<file path="config.mk">
export PLATFORM = sky130hd
export DESIGN_NAME = lp_barker_corr
export DESIGN_NICKNAME = d
export VERILOG_FILES = /design/src/rtl/lbc_pkg.sv /design/src/rtl/lbc_tap_line.sv /design/src/rtl/lbc_tree.sv /design/src/rtl/lbc_energy.sv /design/src/rtl/lp_barker_corr.sv
export SDC_FILE = /design/constraint.sdc
export NUM_CORES = 1
export LEC_CHECK = 0
export BUFFER_PORTS_ARGS = -buffer_cell sky130_fd_sc_hd__buf_2
export CORE_UTILIZATION = 40
export CTS_CLUSTER_DIAMETER = 40
export DETAILED_ROUTE_END_ITERATION = 10
export GPL_ROUTABILITY_DRIVEN = 0
export RECOVER_POWER = 25
export SLEW_MARGIN = 10
export SYNTH_ARGS = -nofsm -noshare
export SYNTH_HDL_FRONTEND = slang
export SYNTH_SLANG_ARGS = --single-unit
</file>
<file path="constraint.sdc">
create_clock -name clk -period 10.45 [get_ports clk]
set_input_delay 0.5225 -clock clk [delete_from_list [all_inputs] [get_ports clk]]
set_output_delay 0.5225 -clock clk [all_outputs]
set_load 0.02 [all_outputs]
</file>
<file path="src/rtl/lbc_pkg.sv">
package lbc_pkg;
  localparam int unsigned BC_CHIPS = 11;
  // bit j set means chip j is +1; chip 0 is the first chip sent
  localparam logic [BC_CHIPS-1:0] BC_CODE = 11'b00011101101;
endpackage

</file>
<file path="src/rtl/lbc_tap_line.sv">
module lbc_tap_line
  import lbc_pkg::*;
#(
  parameter int SPC = 2
) (
  input  logic                    clk,
  input  logic                    rst_n,
  input  logic                    shift,
  input  logic [1:0]              din,
  output logic [BC_CHIPS*2-1:0]   taps
);
  localparam int SPAN = (BC_CHIPS - 1) * SPC + 1;

  logic [SPAN-1:0][1:0] line_q;

  always_ff @(posedge clk) begin
    if (!rst_n) begin
      line_q <= '0;
    end else if (shift) begin
      line_q[0] <= din;
      for (int k = 1; k < SPAN; k++) line_q[k] <= line_q[k-1];
    end
  end

  // chip j sees the sample (BC_CHIPS-1-j)*SPC positions back
  for (genvar j = 0; j < BC_CHIPS; j++) begin : g_tap
    assign taps[2*j +: 2] = line_q[(BC_CHIPS-1-j)*SPC];
  end

  AST_TAP_HOLD: assert property (@(posedge clk) disable iff (!rst_n)
    !shift |=> $stable(line_q));
endmodule

</file>
<file path="src/rtl/lbc_tree.sv">
module lbc_tree
  import lbc_pkg::*;
#(
  parameter int SUM_W = 6
) (
  input  logic [BC_CHIPS*2-1:0]   taps,
  output logic signed [SUM_W-1:0] sum
);
  localparam int LV = $clog2(BC_CHIPS);
  localparam int NP = 1 << LV;

  for (genvar l = 0; l <= LV; l++) begin : g_lv
    localparam int W = NP >> l;
    logic signed [SUM_W-1:0] nd [W];
    if (l == 0) begin : g_leaf
      for (genvar k = 0; k < W; k++) begin : g_k
        if (k < BC_CHIPS) begin : g_term
          logic signed [SUM_W-1:0] ext;
          assign ext = {{(SUM_W-2){taps[2*k+1]}}, taps[2*k +: 2]};
          assign nd[k] = BC_CODE[k] ? ext : -ext;
        end else begin : g_pad
          assign nd[k] = '0;
        end
      end
    end else begin : g_node
      for (genvar k = 0; k < W; k++) begin : g_k
        assign nd[k] = g_lv[l-1].nd[2*k] + g_lv[l-1].nd[2*k+1];
      end
    end
  end

  assign sum = g_lv[LV].nd[0];
endmodule

</file>
<file path="src/rtl/lbc_energy.sv">
module lbc_energy #(
  parameter int SUM_W = 6,
  parameter int MAG_W = 12
) (
  input  logic                    clk,
  input  logic                    rst_n,
  input  logic                    adv,
  input  logic signed [SUM_W-1:0] sum_a,
  input  logic signed [SUM_W-1:0] sum_b,
  output logic [MAG_W-1:0]        mag
);
  localparam int SQ_W  = 2 * SUM_W;
  localparam int RAW_W = (SQ_W + 1 > MAG_W) ? SQ_W + 1 : MAG_W;
  localparam logic [RAW_W-1:0] MAXV = RAW_W'((64'd1 << MAG_W) - 64'd1);

  logic [SUM_W-1:0] abs_a, abs_b;
  logic [SQ_W-1:0]  sq_a_q, sq_b_q;
  logic [RAW_W-1:0] raw;
  logic [MAG_W-1:0] mag_q;

  assign abs_a = sum_a[SUM_W-1] ? SUM_W'(-sum_a) : SUM_W'(sum_a);
  assign abs_b = sum_b[SUM_W-1] ? SUM_W'(-sum_b) : SUM_W'(sum_b);
  assign raw   = RAW_W'(sq_a_q) + RAW_W'(sq_b_q);

  always_ff @(posedge clk) begin
    if (!rst_n) begin
      sq_a_q <= '0;
      sq_b_q <= '0;
      mag_q  <= '0;
    end else if (adv) begin
      sq_a_q <= SQ_W'(abs_a) * SQ_W'(abs_a);
      sq_b_q <= SQ_W'(abs_b) * SQ_W'(abs_b);
      mag_q  <= (raw > MAXV) ? MAXV[MAG_W-1:0] : raw[MAG_W-1:0];
    end
  end

  assign mag = mag_q;

  AST_NO_OVERFLOW: assert property (@(posedge clk) disable iff (!rst_n)
    adv |=> (RAW_W'(mag_q) >= RAW_W'($past(sq_a_q))));
endmodule

</file>
<file path="src/rtl/lp_barker_corr.sv">
module lp_barker_corr
  import lbc_pkg::*;
#(
  parameter int SPC   = 2,
  parameter int IN_W  = 12,
  parameter int MAG_W = 12
) (
  input  logic             clk,
  input  logic             rst_n,
  input  logic             s_valid,
  output logic             s_ready,
  input  logic [IN_W-1:0]  s_i,
  input  logic [IN_W-1:0]  s_q,
  output logic             m_valid,
  input  logic             m_ready,
  output logic [MAG_W-1:0] m_mag
);
  localparam int SUM_W  = $clog2(2 * BC_CHIPS + 1) + 1;
  localparam int STAGES = 4;

  logic                    adv, take;
  logic [STAGES-1:0]       vld_q;
  logic [1:0]              msb [2];
  logic [BC_CHIPS*2-1:0]   taps [2];
  logic signed [SUM_W-1:0] tree_sum [2];
  logic signed [SUM_W-1:0] sum_q [2];
  logic                    lsb_unused;

  assign adv     = !vld_q[STAGES-1] || m_ready;
  assign s_ready = adv;
  assign take    = s_valid && adv;
  assign m_valid = vld_q[STAGES-1];

  assign msb[0]     = s_i[IN_W-1 -: 2];
  assign msb[1]     = s_q[IN_W-1 -: 2];
  assign lsb_unused = ^{s_i[IN_W-3:0], s_q[IN_W-3:0]};

  always_ff @(posedge clk) begin
    if (!rst_n) vld_q <= '0;
    else if (adv) vld_q <= {vld_q[STAGES-2:0], s_valid};
  end

  for (genvar c = 0; c < 2; c++) begin : g_ch
    lbc_tap_line #(.SPC(SPC)) u_line (
      .clk(clk), .rst_n(rst_n), .shift(take), .din(msb[c]), .taps(taps[c])
    );
    lbc_tree #(.SUM_W(SUM_W)) u_tree (
      .taps(taps[c]), .sum(tree_sum[c])
    );
    always_ff @(posedge clk) begin
      if (!rst_n) sum_q[c] <= '0;
      else if (adv) sum_q[c] <= tree_sum[c];
    end
  end

  lbc_energy #(.SUM_W(SUM_W), .MAG_W(MAG_W)) u_energy (
    .clk(clk), .rst_n(rst_n), .adv(adv),
    .sum_a(sum_q[0]), .sum_b(sum_q[1]), .mag(m_mag)
  );

  AST_STALL_HOLD: assert property (@(posedge clk) disable iff (!rst_n)
    (m_valid && !m_ready) |=> (m_valid && $stable(m_mag)));
  AST_SUM_RANGE: assert property (@(posedge clk) disable iff (!rst_n)
    vld_q[1] |-> (int'(sum_q[0]) <= 2*int'(BC_CHIPS) && int'(sum_q[0]) >= -2*int'(BC_CHIPS)
               && int'(sum_q[1]) <= 2*int'(BC_CHIPS) && int'(sum_q[1]) >= -2*int'(BC_CHIPS)));
endmodule

</file>
==> impl_metrics.env, run 1 <==
export IMPL_dieWidth_um=151
export IMPL_leakagePower_nw=4.02
export IMPL_port_buffers=21
export IMPL_drt_pass1_iterations=4
export IMPL_cp_start_kind="register"
export IMPL_finalMaxSlewViolations=137
export IMPL_drv_cap=2
export IMPL_irDropWorstVdd_uv=102
export IMPL_clkSlewWorstSetupHoldPaths_ns=0.06
export IMPL_hold_buffers=0
export IMPL_wire_per_inst_um=12.2
export IMPL_r2r_end="u_energy.sq_a_q[11]"
export IMPL_hold_viol=0
export IMPL_dieArea_um2=22800
export IMPL_cellPowerDensity_nw_per_um2=168
export IMPL_synth_warning_count=0
export IMPL_cts_root_buf="clkbuf_16"
export IMPL_syn_area_um2=8890
export IMPL_cts_sink_count=134
export IMPL_vias_per_cell=4.71
export IMPL_drtIter0Drc=204
export IMPL_grt_setup_unrepaired="no"
export IMPL_clockBufferDepth=2
export IMPL_grt_antenna_before_repair=0
export IMPL_min_path_cells=3
export IMPL_ys_seq_area_share_pct=31.5
export IMPL_min_period_ns=4.95
export IMPL_slew_headroom_pct=-108
export IMPL_syn_avg_cell_area_um2=8.96
export IMPL_critPathCaptureType="register"
export IMPL_grt_usage_pct=15.2
export IMPL_dp_hpwl_um=11200
export IMPL_final_core_utilization_pct=44.7
export IMPL_synth_cell_type_count=53
export IMPL_cts_buffers_inserted=17
export IMPL_hold_path_startpoint="s_i[10]"
export IMPL_hp_class="primary input to register"
export IMPL_num_vias=6081
export IMPL_synth_cells=992
export IMPL_path_class="register to register"
export IMPL_grt_max_degree=88
export IMPL_design_area_um2=9760
export IMPL_min_period_over_period_pct=47.4
export IMPL_drc_errors=0
export IMPL_cts_max_level=4
export IMPL_whs_ns=0.334
export IMPL_synth_top_area_cell="dfxtp_1"
export IMPL_cp_max_fo=7
export IMPL_finalNetCount=1165
export IMPL_ys_flop_type="dfxtp_1"
export IMPL_overflow=0
export IMPL_synth_top_cell_area_share_pct=27.5
export IMPL_max_freq_ghz=0.202
export IMPL_ant_nets=0
export IMPL_r2r_start="sum_q[0][0]"
export IMPL_fin_setup_tns_ns=0
export IMPL_worst_pin_slew_ns=3.13
export IMPL_fp_dieH_um=151
export IMPL_initial_core_util_pct=40.7
export IMPL_reg2reg_slack_ns=5.50
export IMPL_cts_tree="yes"
export IMPL_finalSetupViolCount=0
export IMPL_area_growth_syn_to_layout_pct=9.81
export IMPL_cts_resized=0
export IMPL_clock_latency_ns=0.43
export IMPL_grt_pass1_wl_um=27600
export IMPL_ys_seq_elements=134
export IMPL_first_global_vias=5988
export IMPL_worst_ep_arrival_time_ns=5.27
export IMPL_whs_endpoint="g_ch[0].u_line.taps[20]"
export IMPL_placed_area_um2=9210
export IMPL_violations="capacitance limit, slew limit"
export IMPL_rows=54
export IMPL_ios=42
export IMPL_postCtsSetupBuffers=0
export IMPL_drive_gt1_share_pct=5.45
export IMPL_postSynth_asyncResetShare_pct=0
export IMPL_num_fill_cells=2169
export IMPL_outcome="finished with violations"
export IMPL_synth_edf_count=12
export IMPL_crit_required_ns=10.77
export IMPL_wl_um=15700
export IMPL_r2r_cells=17
export IMPL_synthTopCellsByArea="dfxtp_1 (27%), fa_1 (18%), nand2_1 (8.9%)"
export IMPL_fin_skew_ns=0.0144
export IMPL_core_area_um2=21800
-- cells in the mapped netlist (7+ instances only) --
library cell	number
xnor2_1	32
nor2_1	39
nand2_1	211
and2_1	7
clkbuf_1	31
o21ai_1	11
and3_1	7
fa_1	81
dfxtp_1	122
a21o_1	9
a21boi_1	95
edfxtp_1	12
a21oi_1	19
ha_1	60
xor2_1	13
a211oi_1	10
inv_1	128
o21ai_0	24
-- state kept, by name, summed over array words and instances, names as in the netlist --
| signal | flops |
|---|---|
| u_energy.sq_a_q | 11 |
| u_energy.mag | 12 |
| u_energy.sq_b_q | 11 |
| g_ch.u_line.line_q | 40 |
| g_ch.u_line.taps | 44 |
| vld_q | 4 |
| sum_q | 12 |
-- layout make-up --
cell class / count / area (um^2) / area share, %
Clock buffer: 18 / 439 / 4.50
Antenna cell: 1 / 2.50 / 0.0256
Inverter: 133 / 499 / 5.11
Sequential cell: 134 / 2800 / 28.7
Clock inverter: 14 / 141 / 1.45
Timing Repair Buffer: 25 / 110 / 1.13
Tap cell: 280 / 350 / 3.59
Multi-Input combinational cell: 685 / 5420 / 55.5
-- worst max-delay path, cell delays in order (launching register included) --
cell and delay, ns:
edfxtp_1 0.43, inv_1 0.17, ha_1 0.19, inv_1 0.04, o31ai_1 0.28, xor2_1 0.49
nor2_1 0.15, fa_1 0.53, inv_1 0.05, fa_1 0.46, fa_1 0.55, inv_1 0.04
ha_1 0.34, a211oi_1 0.40, o21ai_0 0.16, a31oi_1 0.25, nor4_1 0.07, a211oi_1 0.25
-- stage by stage --
stage	cells	total power, mW	worst slack (ns)
after floorplan	996	0.974	6.10
after global placement	1257	1.06	5.59
after detailed placement	1257	1.07	5.52
after CTS	1289	1.66	5.49
after global routing	1289	1.76	5.13
final	1290	1.64	5.50
-- per-layer routing --
layer	vias up	routed length [um]	GRT usage, %
met5	-	0	0
met1	2869	7890	20.5
met3	15	362	3.01
li1	3150	-	-
met4	0	170	4.50
met2	47	7280	24.5
-- cell usage in the layout, fill, tap and decap left out, types with 16 or more instances in the layout --
cell / synthesis / final
nand2_1: 211 / 210
xnor2_1: 32 / 32
ha_1: 60 / 60
nor2_1: 39 / 39
dfxtp_1: 122 / 122
clkbuf_16: 0 / 17
fa_1: 81 / 81
a21boi_1: 95 / 86
inv_1: 128 / 129
clkbuf_1: 31 / 16
a21oi_1: 19 / 19
o21ai_0: 24 / 24
-- where the power goes --
group | leakage [nW] | switching, mW | internal [mW] | total, mW
Sequential | 1.13 | 0.0284 | 0.562 | 0.591
Combinational | 2.61 | 0.263 | 0.198 | 0.462
Clock | 0.285 | 0.248 | 0.341 | 0.589
-- worst max path at each step --
stage | cells past startpoint | slack, ns | start | to
2_1_floorplan | 17 | 6.10 | sum_q[0][0] | u_energy.sq_a_q[11]
3_3_place_gp | 17 | 5.59 | sum_q[0][0] | u_energy.sq_a_q[11]
3_5_place_dp | 17 | 5.52 | sum_q[0][0] | u_energy.sq_a_q[11]
4_1_cts | 17 | 5.49 | sum_q[0][0] | u_energy.sq_a_q[11]
5_1_grt | 17 | 5.13 | sum_q[0][0] | u_energy.sq_a_q[11]
6_report | 17 | 5.50 | sum_q[0][0] | u_energy.sq_a_q[11]
-- logic make-up (layout without fill, tap and decap cells) --
group / Yosys count / count (layout) / synth area share [%]
AND/OR/NAND/NOR: 300 / 300 / 14.3
AO/OA/AOI/OAI: 187 / 187 / 14.3
buffers and inverters: 177 / 190 / 7.78
adder cells (fa/ha/maj): 142 / 142 / 26.8
flip-flops: 134 / 134 / 31.5
XOR/XNOR: 47 / 47 / 4.80
multiplexers: 4 / 4 / 0.465
other: 1 / 6 / 0.0422
(Power assumes the default switching activity.)
==> run 2, diff against run 1 <==
==> constraint.sdc (replaced) <==
create_clock -name clk -period 4.6 [get_ports clk]
set_input_delay 0.23 -clock clk [delete_from_list [all_inputs] [get_ports clk]]
set_output_delay 0.23 -clock clk [all_outputs]
set_load 0.02 [all_outputs]
==> impl_metrics.env, run 2 (synthesized netlist as in run 1, its figures left out) <==
export IMPL_outcome="finished with violations"
export IMPL_violations="capacitance limit, slew limit"
export IMPL_cellPowerDensity_nw_per_um2=384
export IMPL_crit_start="g_ch[0].u_line.taps[11]"
export IMPL_dieArea_um2=22800
export IMPL_n_antenna_cell=0
export IMPL_num_vias=6112
export IMPL_drive_gt1_share_pct=7.41
export IMPL_cp_max_fo=3
export IMPL_first_global_vias=5868
export IMPL_finalSetupViolCount=0
export IMPL_clockBufferDepth=2
export IMPL_cts_buffers_inserted=17
export IMPL_leakagePower_nw=4.11
export IMPL_clkSlewWorstSetupHoldPaths_ns=0.06
export IMPL_dp_cells=1272
export IMPL_wl_um=15900
export IMPL_grt_max_degree=83
export IMPL_drtIter0Drc=251
export IMPL_grt_antenna_before_repair=0
export IMPL_slew_headroom_pct=-19.4
export IMPL_dpl_worst_slack_ns=0.157
export IMPL_worst_pin_slew_ns=1.79
export IMPL_max_freq_ghz=0.228
export IMPL_grt_setup_unrepaired="no"
export IMPL_finalMaxSlewViolations=35
export IMPL_cts_root_buf="clkbuf_16"
export IMPL_fp_dieH_um=151
export IMPL_cts_sink_count=134
export IMPL_drv_cap=1
export IMPL_hold_viol=0
export IMPL_min_period_ns=4.39
export IMPL_wire_per_inst_um=12.2
export IMPL_cp_start_kind="register"
export IMPL_cts_max_level=4
export IMPL_initial_core_util_pct=40.7
export IMPL_path_class="register to register"
export IMPL_grt_pass1_wl_um=27400
export IMPL_cts_tree="yes"
export IMPL_drt_pass1_iterations=4
export IMPL_overflow=0
export IMPL_port_buffers=21
export IMPL_r2r_start="g_ch[0].u_line.taps[11]"
export IMPL_setup_slack_ns=0.210
export IMPL_final_common_cell="nand2_1"
export IMPL_hold_path_startpoint="s_q[10]"
export IMPL_min_period_over_period_pct=95.4
export IMPL_largest_reg_flops=44
export IMPL_fin_skew_ns=0.0128
export IMPL_worst_ep_arrival_time_ns=4.55
export IMPL_grt_usage_pct=15.2
export IMPL_ios=42
export IMPL_rows=54
export IMPL_ant_nets=0
export IMPL_hp_class="primary input to register"
export IMPL_dp_hpwl_um=11300
export IMPL_finalNonFillerCells=1305
export IMPL_critPathCaptureType="register"
export IMPL_area_growth_syn_to_layout_pct=11.7
export IMPL_fin_setup_tns_ns=0
export IMPL_drc_errors=0
export IMPL_clock_latency_ns=0.42
export IMPL_crit_required_ns=4.76
export IMPL_vias_per_cell=4.68
export IMPL_core_area_um2=21800
export IMPL_dieWidth_um=151
export IMPL_finalNetCount=1181
export IMPL_irDropWorstVdd_uv=276
export IMPL_layout_common_cells="nand2_1 (210), inv_1 (128), dfxtp_1 (122)"
run 2: changes by cell type in the layout (fill, tap and decap cells not counted), moves of 2 or more:
cell      change
a211oi_1      -3
inv_8         +4
clkinv_8      +2
a21boi_1      +2
a21boi_0      -2
clkinv_4      -3
buf_4        +17
a211oi_2      +3
run 2: area by class of cell:
cell class,instances,area (um^2)
Sequential cell,134,2800
Timing Repair Buffer,41,233
Clock inverter,15,179
Multi-Input combinational cell,685,5440
Tap cell,280,350
Fill cell,2152,11900
Inverter,133,499
Clock buffer,17,425
run 2: power breakdown:
group,switching [mW],leakage (nW),internal (mW)
Clock,0.597,0.295,0.780
Combinational,0.613,2.69,0.482
Sequential,0.0663,1.13,1.28
run 2: timing repair:
action | 4_1_cts | 5_1_grt
resized for setup | 0 | 5
setup endpoints to repair | 0 | 8
hold endpoints to repair | 0 | 0
hold buffers | 0 | 0
buffers inserted | 0 | 1
run 2: final timing paths:
path         slack [ns]                      end  depth (start not counted)
max                0.21              sum_q[0][4]                         11
min                0.04  g_ch[1].u_line.taps[20]                          3
max reg2reg        0.21              sum_q[0][4]                         11
min reg2reg        0.45   g_ch[1].u_line.taps[7]                          2
run 2: layer usage:
| layer | GRT usage, % | wire length, um | up-vias |
|---|---|---|---|
| met2 | 24.5 | 7340 | 50 |
| met3 | 2.95 | 335 | 18 |
| li1 | - | - | 3185 |
| met1 | 20.4 | 7980 | 2859 |
| met5 | 0 | 0 | - |
| met4 | 5.25 | 214 | 0 |
run 2: worst max-delay path: stages (launching register included):
cell	delay (ns)
dfxtp_1	0.34
fa_1	0.61
inv_1	0.11
fa_1	0.68
fa_1	0.48
fa_1	0.52
fa_1	0.54
inv_1	0.04
ha_1	0.22
fa_1	0.38
xnor2_1	0.14
nor2_1	0.05
run 2: per-stage QoR:
step | total power [mW] | util, % | hold slack (ns) | instance area, um^2
3_5_place_dp | 2.48 | 42.7 | 0.442 | 9320
5_1_grt | 4.10 | 45.5 | 0.0393 | 9930
2_1_floorplan | 2.21 | - | 0.365 | 8900
4_1_cts | 3.88 | 45.5 | 0.0267 | 9920
3_3_place_gp | 2.46 | 42.7 | 0.436 | 9320
6_report | 3.82 | 45.5 | 0.0429 | 9930
==> run 3, diff against run 2 <==
--- a/config.mk
+++ b/config.mk
@@ -11,7 +11,8 @@
 export DETAILED_ROUTE_END_ITERATION = 10
 export GPL_ROUTABILITY_DRIVEN = 0
 export RECOVER_POWER = 25
-export SLEW_MARGIN = 10
+export SLEW_MARGIN = 30
 export SYNTH_ARGS = -nofsm -noshare
 export SYNTH_HDL_FRONTEND = slang
+export SYNTH_HIERARCHICAL = 1
 export SYNTH_SLANG_ARGS = --single-unit
==> impl_metrics.env, run 3 <==
export IMPL_dpl_worst_slack_ns=0.0248
export IMPL_area_growth_syn_to_layout_pct=6.62
export IMPL_drive_gt1_share_pct=10.1
export IMPL_drv_cap=2
export IMPL_hp_class="primary input to register"
export IMPL_dieWidth_um=156
export IMPL_grt_antenna_before_repair=0
export IMPL_synth_top_area_cell="dfxtp_1"
export IMPL_synth_top_cell_area_share_pct=25.7
export IMPL_violations="capacitance limit, slew limit"
export IMPL_vias_per_cell=4.58
export IMPL_first_global_vias=5658
export IMPL_syn_area_um2=9510
export IMPL_wl_um=15100
export IMPL_critPathCaptureType="register"
export IMPL_cts_buffers_inserted=17
export IMPL_area_sequential_um2=2810
export IMPL_overflow=0
export IMPL_worst_pin_slew_ns=2.36
export IMPL_fp_dieH_um=156
export IMPL_final_common_cell="inv_1"
export IMPL_cts_max_level=4
export IMPL_ios=42
export IMPL_dieArea_um2=24400
export IMPL_irDropWorstVdd_uv=201
export IMPL_grt_pass1_wl_um=26400
export IMPL_outcome="finished with violations"
export IMPL_cp_max_fo=3
export IMPL_cts_root_buf="clkbuf_16"
export IMPL_dp_cells=1213
export IMPL_cts_sink_count=134
export IMPL_hold_buffers=0
export IMPL_synth_cell_type_count=61
export IMPL_final_core_utilization_pct=43.3
export IMPL_num_vias=5696
export IMPL_clockBufferDepth=2
export IMPL_finalNetCount=1077
export IMPL_slew_headroom_pct=-57.6
export IMPL_syn_avg_cell_area_um2=10.3
export IMPL_leakagePower_nw=4.65
export IMPL_ys_seq_area_share_pct=29.5
export IMPL_synth_edf_count=12
export IMPL_synth_common_cells="inv_1 (131), dfxtp_1 (122), nor2b_1 (106), mux2i_1 (104), fa_1 (79)"
export IMPL_grt_usage_pct=13.5
export IMPL_hold_viol=0
export IMPL_grt_max_degree=88
export IMPL_ys_flop_type="dfxtp_1"
export IMPL_fin_skew_ns=0.0119
export IMPL_synth_cells=923
export IMPL_worst_ep_arrival_time_ns=4.61
export IMPL_cellPowerDensity_nw_per_um2=374
export IMPL_multi_input_area_um2=5620
export IMPL_path_class="register to register"
export IMPL_max_freq_ghz=0.225
export IMPL_synthTopCellsByArea="dfxtp_1 (26%), fa_1 (17%), mux2i_1 (11%)"
export IMPL_synth_warning_count=6
export IMPL_finalMaxSlewViolations=92
export IMPL_rows=56
export IMPL_fin_total_pwr_mw=3.79
export IMPL_cts_tree="yes"
export IMPL_layout_common_cells="inv_1 (131), dfxtp_1 (118), nor2b_1 (107)"
export IMPL_postSynth_asyncResetShare_pct=0
export IMPL_drtIter0Drc=234
export IMPL_cp_start_kind="register"
export IMPL_setup_slack_ns=0.156
export IMPL_core_area_um2=23400
export IMPL_dp_hpwl_um=11200
export IMPL_clkSlewWorstSetupHoldPaths_ns=0.06
export IMPL_crit_required_ns=4.77
export IMPL_whs_ns=0.0702
export IMPL_yosysMostFrequentCell="inv_1"
export IMPL_initial_core_util_pct=40.6
export IMPL_num_fill_cells=2292
export IMPL_clock_latency_ns=0.42
export IMPL_min_period_ns=4.44
export IMPL_min_period_over_period_pct=96.6
export IMPL_largest_reg_flops=44
export IMPL_ys_seq_elements=134
export IMPL_port_buffers=21
export IMPL_drc_errors=0
export IMPL_ant_nets=0
export IMPL_finalSetupViolCount=0
export IMPL_wire_per_inst_um=12.1
export IMPL_finalNonFillerCells=1245
export IMPL_drt_pass1_iterations=4
run 3: logic make-up after synthesis:
group                      synth area share, %
AOI/OAI and AO/OA                         6.17
xor gates and xnor gates                  3.96
adders and majority gates                 24.2
buffers and inverters                     11.7
DFF                                       29.5
muxes                                     11.0
other                                   0.0395
and+or+nand+nor                           13.5
run 3: per-stage QoR:
| step | TNS (ns) | instance area (um^2) |
|---|---|---|
| after floorplan | 0 | 9520 |
| after global routing | -0.00285 | 10100 |
| after CTS | 0 | 10100 |
| after detailed placement | 0 | 9570 |
| after global placement | 0 | 9570 |
| final | 0 | 10100 |
run 3: area by class of cell:
| class | instances | area share (%) |
|---|---|---|
| Antenna cell | 1 | 0.0247 |
| Clock buffer | 20 | 4.62 |
| Clock inverter | 11 | 0.914 |
| Inverter | 132 | 4.89 |
| Multi-Input combinational cell | 585 | 55.4 |
| Sequential cell | 134 | 27.7 |
| Tap cell | 319 | 3.94 |
| Timing Repair Buffer | 43 | 2.49 |
run 3: where the power goes:
part | leakage, nW | internal (mW) | switching, mW
clock network | 0.258 | 0.741 | 0.533
logic | 3.27 | 0.548 | 0.625
registers | 1.13 | 1.28 | 0.0667
run 3: final timing paths:
path | start | to | slack (ns) | cells after the start
min reg2reg | vld_q[2] | vld_q[2] | 0.46 | 2
max reg2reg | g_ch[1].u_line/taps[17] | sum_q[1][5] | 0.16 | 13
max | g_ch[1].u_line/taps[17] | sum_q[1][5] | 0.16 | 13
min | s_i[11] | g_ch[0].u_line/taps[21] | 0.07 | 3
run 3: repair_timing:
| item | in CTS | in global routing |
|---|---|---|
| endpoints found under the setup margin | 0 | 6 |
| buffers inserted | 0 | 0 |
| gates resized for setup | 0 | 13 |
run 3: worst max-delay path, cell delays in order, from the launching register on:
cell and delay (ns):
dfxtp_1 0.35, inv_1 0.09, fa_2 0.59, fa_1 0.45, fa_1 0.54, inv_1 0.05, fa_1 0.47, fa_1 0.54
inv_1 0.07, ha_1 0.28, a21o_1 0.17, a21oi_1 0.15, xnor3_1 0.23, and3_2 0.20
run 3: routing by layer:
layer / wire length (um) / track usage [%]
met1: 7640 / 17.9
met2: 6960 / 22.0
met3: 323 / 3.00
met4: 122 / 3.92
met5: 0 / 0
